==> config.mk <==
export PLATFORM = sky130hd
export DESIGN_NAME = axil_single_reg_bridge
export DESIGN_NICKNAME = d
export VERILOG_FILES = /design/src/rtl/axil_bridge_pkg.sv /design/src/rtl/axil_bridge_ctrl.sv /design/src/rtl/axil_bridge_datapath.sv /design/src/rtl/axil_single_reg_bridge.sv
export SDC_FILE = /design/constraint.sdc
export NUM_CORES = 1
export LEC_CHECK = 0
export BUFFER_PORTS_ARGS = -buffer_cell sky130_fd_sc_hd__buf_2
export CORE_AREA = 3 3 71 73
export CTS_BUF_LIST = sky130_fd_sc_hd__clkbuf_8
export DETAILED_ROUTE_END_ITERATION = 6
export DIE_AREA = 0 0 74 76
export HOLD_SLACK_MARGIN = 0.03
export PLACE_DENSITY = 0.9
export SLEW_MARGIN = 30
export SYNTH_ARGS = -nofsm -noshare
export SYNTH_HDL_FRONTEND = slang
export SYNTH_SLANG_ARGS = --single-unit
==> constraint.sdc <==
create_clock -name clk -period 1.2 [get_ports clk]
set_clock_uncertainty 0.2 [all_clocks]
set_input_delay 0.12 -clock clk [delete_from_list [all_inputs] [get_ports clk]]
set_output_delay 0.12 -clock clk [all_outputs]
set_load 0.02 [all_outputs]
==> src/rtl/axil_bridge_pkg.sv <==
package axil_bridge_pkg;

  // Strobes from the control path to the datapath, one per accepted request kind
  typedef struct packed {
    logic wrFire;
    logic rdFire;
  } reqStrobes_t;

  localparam logic [1:0] RESP_OKAY = 2'b00;

endpackage

==> src/rtl/axil_bridge_ctrl.sv <==
module axil_bridge_ctrl
  import axil_bridge_pkg::*;
(
  input  logic        clk,
  input  logic        rstN,
  input  logic        awValid,
  input  logic        wValid,
  input  logic        arValid,
  input  logic        bReady,
  input  logic        rReady,
  output reqStrobes_t strobes,
  output logic        bValid,
  output logic        rValid,
  output logic        periphStb,
  output logic        periphWe
);

  logic bValidQ;
  logic rValidQ;

  // Address and data are presented together by contract; both must be high
  always_comb begin
    strobes.wrFire = awValid & wValid;
    strobes.rdFire = arValid;
  end

  // A write wins the shared write-enable; a concurrent read samples the old value
  assign periphStb = strobes.wrFire | strobes.rdFire;
  assign periphWe  = strobes.wrFire;

  always_ff @(posedge clk) begin
    if (!rstN) begin
      bValidQ <= 1'b0;
    end else if (strobes.wrFire) begin
      bValidQ <= 1'b1;
    end else if (bReady) begin
      bValidQ <= 1'b0;
    end
  end

  always_ff @(posedge clk) begin
    if (!rstN) begin
      rValidQ <= 1'b0;
    end else if (strobes.rdFire) begin
      rValidQ <= 1'b1;
    end else if (rReady) begin
      rValidQ <= 1'b0;
    end
  end

  assign bValid = bValidQ;
  assign rValid = rValidQ;

endmodule

==> src/rtl/axil_bridge_datapath.sv <==
module axil_bridge_datapath
  import axil_bridge_pkg::*;
#(
  parameter int DATA_W = 32,
  localparam int STRB_W = DATA_W / 8
) (
  input  logic              clk,
  input  logic              rstN,
  input  reqStrobes_t       strobes,
  input  logic [DATA_W-1:0] wData,
  input  logic [STRB_W-1:0] wStrb,
  input  logic [DATA_W-1:0] periphRdata,
  output logic [DATA_W-1:0] periphWdata,
  output logic [STRB_W-1:0] periphSel,
  output logic [DATA_W-1:0] rData
);

  logic [DATA_W-1:0] rDataQ;

  assign periphWdata = wData;
  assign periphSel   = wStrb;

  // Capture on acceptance only, so the value holds through back-pressure
  always_ff @(posedge clk) begin
    if (!rstN) begin
      rDataQ <= '0;
    end else if (strobes.rdFire) begin
      rDataQ <= periphRdata;
    end
  end

  assign rData = rDataQ;

endmodule

==> src/rtl/axil_single_reg_bridge.sv <==
module axil_single_reg_bridge
  import axil_bridge_pkg::*;
#(
  parameter int DATA_W = 32,
  localparam int STRB_W = DATA_W / 8
) (
  input  logic              clk,
  input  logic              rstN,
  input  logic              axiAwValid,
  output logic              axiAwReady,
  input  logic              axiWValid,
  output logic              axiWReady,
  input  logic [DATA_W-1:0] axiWData,
  input  logic [STRB_W-1:0] axiWStrb,
  output logic              axiBValid,
  input  logic              axiBReady,
  output logic [1:0]        axiBResp,
  input  logic              axiArValid,
  output logic              axiArReady,
  output logic              axiRValid,
  input  logic              axiRReady,
  output logic [DATA_W-1:0] axiRData,
  output logic [1:0]        axiRResp,
  output logic              periphStb,
  output logic              periphWe,
  output logic [DATA_W-1:0] periphWdata,
  output logic [STRB_W-1:0] periphSel,
  input  logic [DATA_W-1:0] periphRdata
);

  reqStrobes_t strobes;

  assign axiAwReady = 1'b1;
  assign axiWReady  = 1'b1;
  assign axiArReady = 1'b1;
  assign axiBResp   = RESP_OKAY;
  assign axiRResp   = RESP_OKAY;

  axil_bridge_ctrl ctrl (
    .clk       (clk),
    .rstN      (rstN),
    .awValid   (axiAwValid),
    .wValid    (axiWValid),
    .arValid   (axiArValid),
    .bReady    (axiBReady),
    .rReady    (axiRReady),
    .strobes   (strobes),
    .bValid    (axiBValid),
    .rValid    (axiRValid),
    .periphStb (periphStb),
    .periphWe  (periphWe)
  );

  axil_bridge_datapath #(.DATA_W(DATA_W)) dpath (
    .clk         (clk),
    .rstN        (rstN),
    .strobes     (strobes),
    .wData       (axiWData),
    .wStrb       (axiWStrb),
    .periphRdata (periphRdata),
    .periphWdata (periphWdata),
    .periphSel   (periphSel),
    .rData       (axiRData)
  );

endmodule

==> flow_summary.yaml <==
grt:
  grtUsageTotal: 0.1201
  grt_overflow: 0
  grt_max_degree: 35
  grt_pass1_wl_um: 5368
  grt_pass1_vias: 1235
  antenna_found_initial: 0
clock_tree:
  clock_sinks: 34
  cts_root_buf: "clkbuf_8"
  postCtsSetupBuffers: 0
  cts_resized: 0
  htree_levels: 2
  cts_tree: "yes"
  cts_hold_buf: 35
  cts_buffers: 5
  cts.clk_slew.worst_paths_ns: 0.07
  clk_latency_ns: 0.27
  cts.path.max_buffers: 2
worst_setup_path:
  cp_top_family: "flip-flops"
  cp_slowest_stage_delay_ns: 0.35
  critPathKind: "flop to primary output"
  r2r_slack_ns: 0.32
  cp_max_fo: 2
  worstPathRequired_ns: 0.88
  rr_startpoint: "ctrl.rValid"
  worstPathCellList: "buf_2"
  cp_slowest_cell: "dfxtp_1"
  critPathCaptureType: "primary output"
  crit_start: "dpath.rData[6]"
  arrival_ns: 0.80
  start_kind: "flop"
  path_buf_inv: 1
detailed_routing:
  drt_iter0_markers: 21
  drtPass1Iterations: 2
  routedWlPerCell_um: 12.42
  viasPerCell: 4.290
  totalWireLength_um: 3514
  drc_errors: 0
  vias: 1214
  antenna_left: 0
pwr:
  power_density_mw_per_mm2: 1184
  vdd_drop_max_mv: 0.4314
  p_leak_nw: 1.109
  power.total_w: 0.002572
floorplan:
  die_h_um: 76
  initial_utilization: 0.3750
  coreArea_mm2: 0.004414
  rows: 24
  dieArea_mm2: 0.005624
  io_pins: 154
  die-width_um: 74
final_layout:
  drive_above_1_share: 0.3593
  synthToLayoutAreaGrowth_pct: 31.29
  multiInputGateArea_um2: 584.3
  final_cell_area_mm2: 0.002173
  register_area_um2: 680.7
  layout.nets: 305
  nFillCells: 398
  stdcell_count: 283
  diodes: 0
timing:
  rsz0062_at_grt: "false"
  fin_ws_ns: 0.07583
  setup_tns_ns: 0
  max_freq_mhz: 889.5
  drv_slew: 0
  finalSetupViolCount: 0
  finalCritPeriodShare: 0.9368
  hold_viol: 0
  period_needed_ns: 1.124
synthesis:
  synth_seq_area_share: 0.4112
  syn_inst: 157
  synth_cell_types: 13
  syn_area_mm2: 0.001655
  ys_seq_elements: 34
  ys_warn_count: 0
  avgSynthCellArea_um2: 10.54
placement:
  post_dp_cell_area_mm2: 0.001732
  placed_cells: 240
  routabilityCongestion: 0.6658
  pre_cts_ws_ns: 0.07565
  io_buffer_count: 74
  hpwl_um: 2144
run_status:
  outcome: "completed"
hold_path:
  hp-start: "axiWData[18]"
  hp-class: "primary input to primary output"
job:
  drv_cap: 0
==> metal layers <==
layer / global-route usage / part of all wire / vias up
li1: - / - / 593
met5: 0 / 0 / -
met3: 0.04090 / 0.087 / 10
met2: 0.2287 / 0.54 / 59
met1: 0.1143 / 0.37 / 552
met4: 0.04167 / 0.011 / 0
==> placed cells by master, fill, tap and decap left out, drive strengths merged <==
| master | instances |
|---|---|
| nand2b | 2 |
| dlygate4sd3 | 35 |
| nand2 | 1 |
| conb | 7 |
| o21a | 1 |
| buf | 76 |
| mux2i | 32 |
| clkbuf | 6 |
| nor2b | 33 |
| dfxtp | 34 |
| a21boi | 1 |
| inv | 2 |
| clkinv | 1 |
==> per-stage QoR <==
stage | util | hold WS [ns]
after global placement | 0.3923 | 0.04014
final | 0.4923 | 0.04001
after CTS | 0.4923 | 0.04014
after global routing | 0.4923 | 0.04003
after floorplan | - | 0.04817
after detailed placement | 0.3923 | 0.04014
==> sequential cells by signal (all words and copies together), names as in the netlist <==
register     cells
ctrl.rValid      1
ctrl.bValid      1
dpath.rData     32
==> cell type report <==
cell class | count | area share
Clock inverter | 2 | 0.004030
Clock buffer | 6 | 0.03800
Multi-Input combinational cell | 77 | 0.2689
Tap cell | 52 | 0.02994
Sequential cell | 34 | 0.3132
Inverter | 1 | 0.001727
Timing Repair Buffer | 111 | 0.3443
==> Yosys cell counts <==
master / instances / area [um2]
dfxtp_1: 34 / 680.7
a21boi_0: 1 / 7.510
nand2b_1: 2 / 12.51
o21a_1: 1 / 7.510
clkbuf_1: 3 / 11.26
buf_6: 1 / 11.26
conb_1: 2 / 7.510
mux2i_1: 32 / 320.3
buf_4: 43 / 322.8
buf_12: 3 / 60.06
nor2b_1: 33 / 206.5
nand2_1: 1 / 3.750
inv_1: 1 / 3.750
==> path summary, 6_finish.rpt <==
kind                     end  cells past startpoint
min          periphWdata[18]                      0
max reg2reg      ctrl.rValid                      2
max              axiRData[6]                      1
min reg2reg      ctrl.bValid                      2
==> report_power, final <==
part	switching, W	total [W]	internal, W
clock	0.000388	0.000842	0.000454
sequential	0.0000326	0.00123	0.00120
combinational	0.000246	0.000501	0.000256
==> cell families after synthesis <==
| group | count (synthesis) | share of synthesized area |
|---|---|---|
| mux | 32 | 0.1935 |
| simple gates | 36 | 0.1345 |
| other cells | 2 | 0.004537 |
| compound gates | 2 | 0.009074 |
| buf+inv | 51 | 0.2472 |
| flops | 34 | 0.4112 |
(Power assumes the default switching activity.)
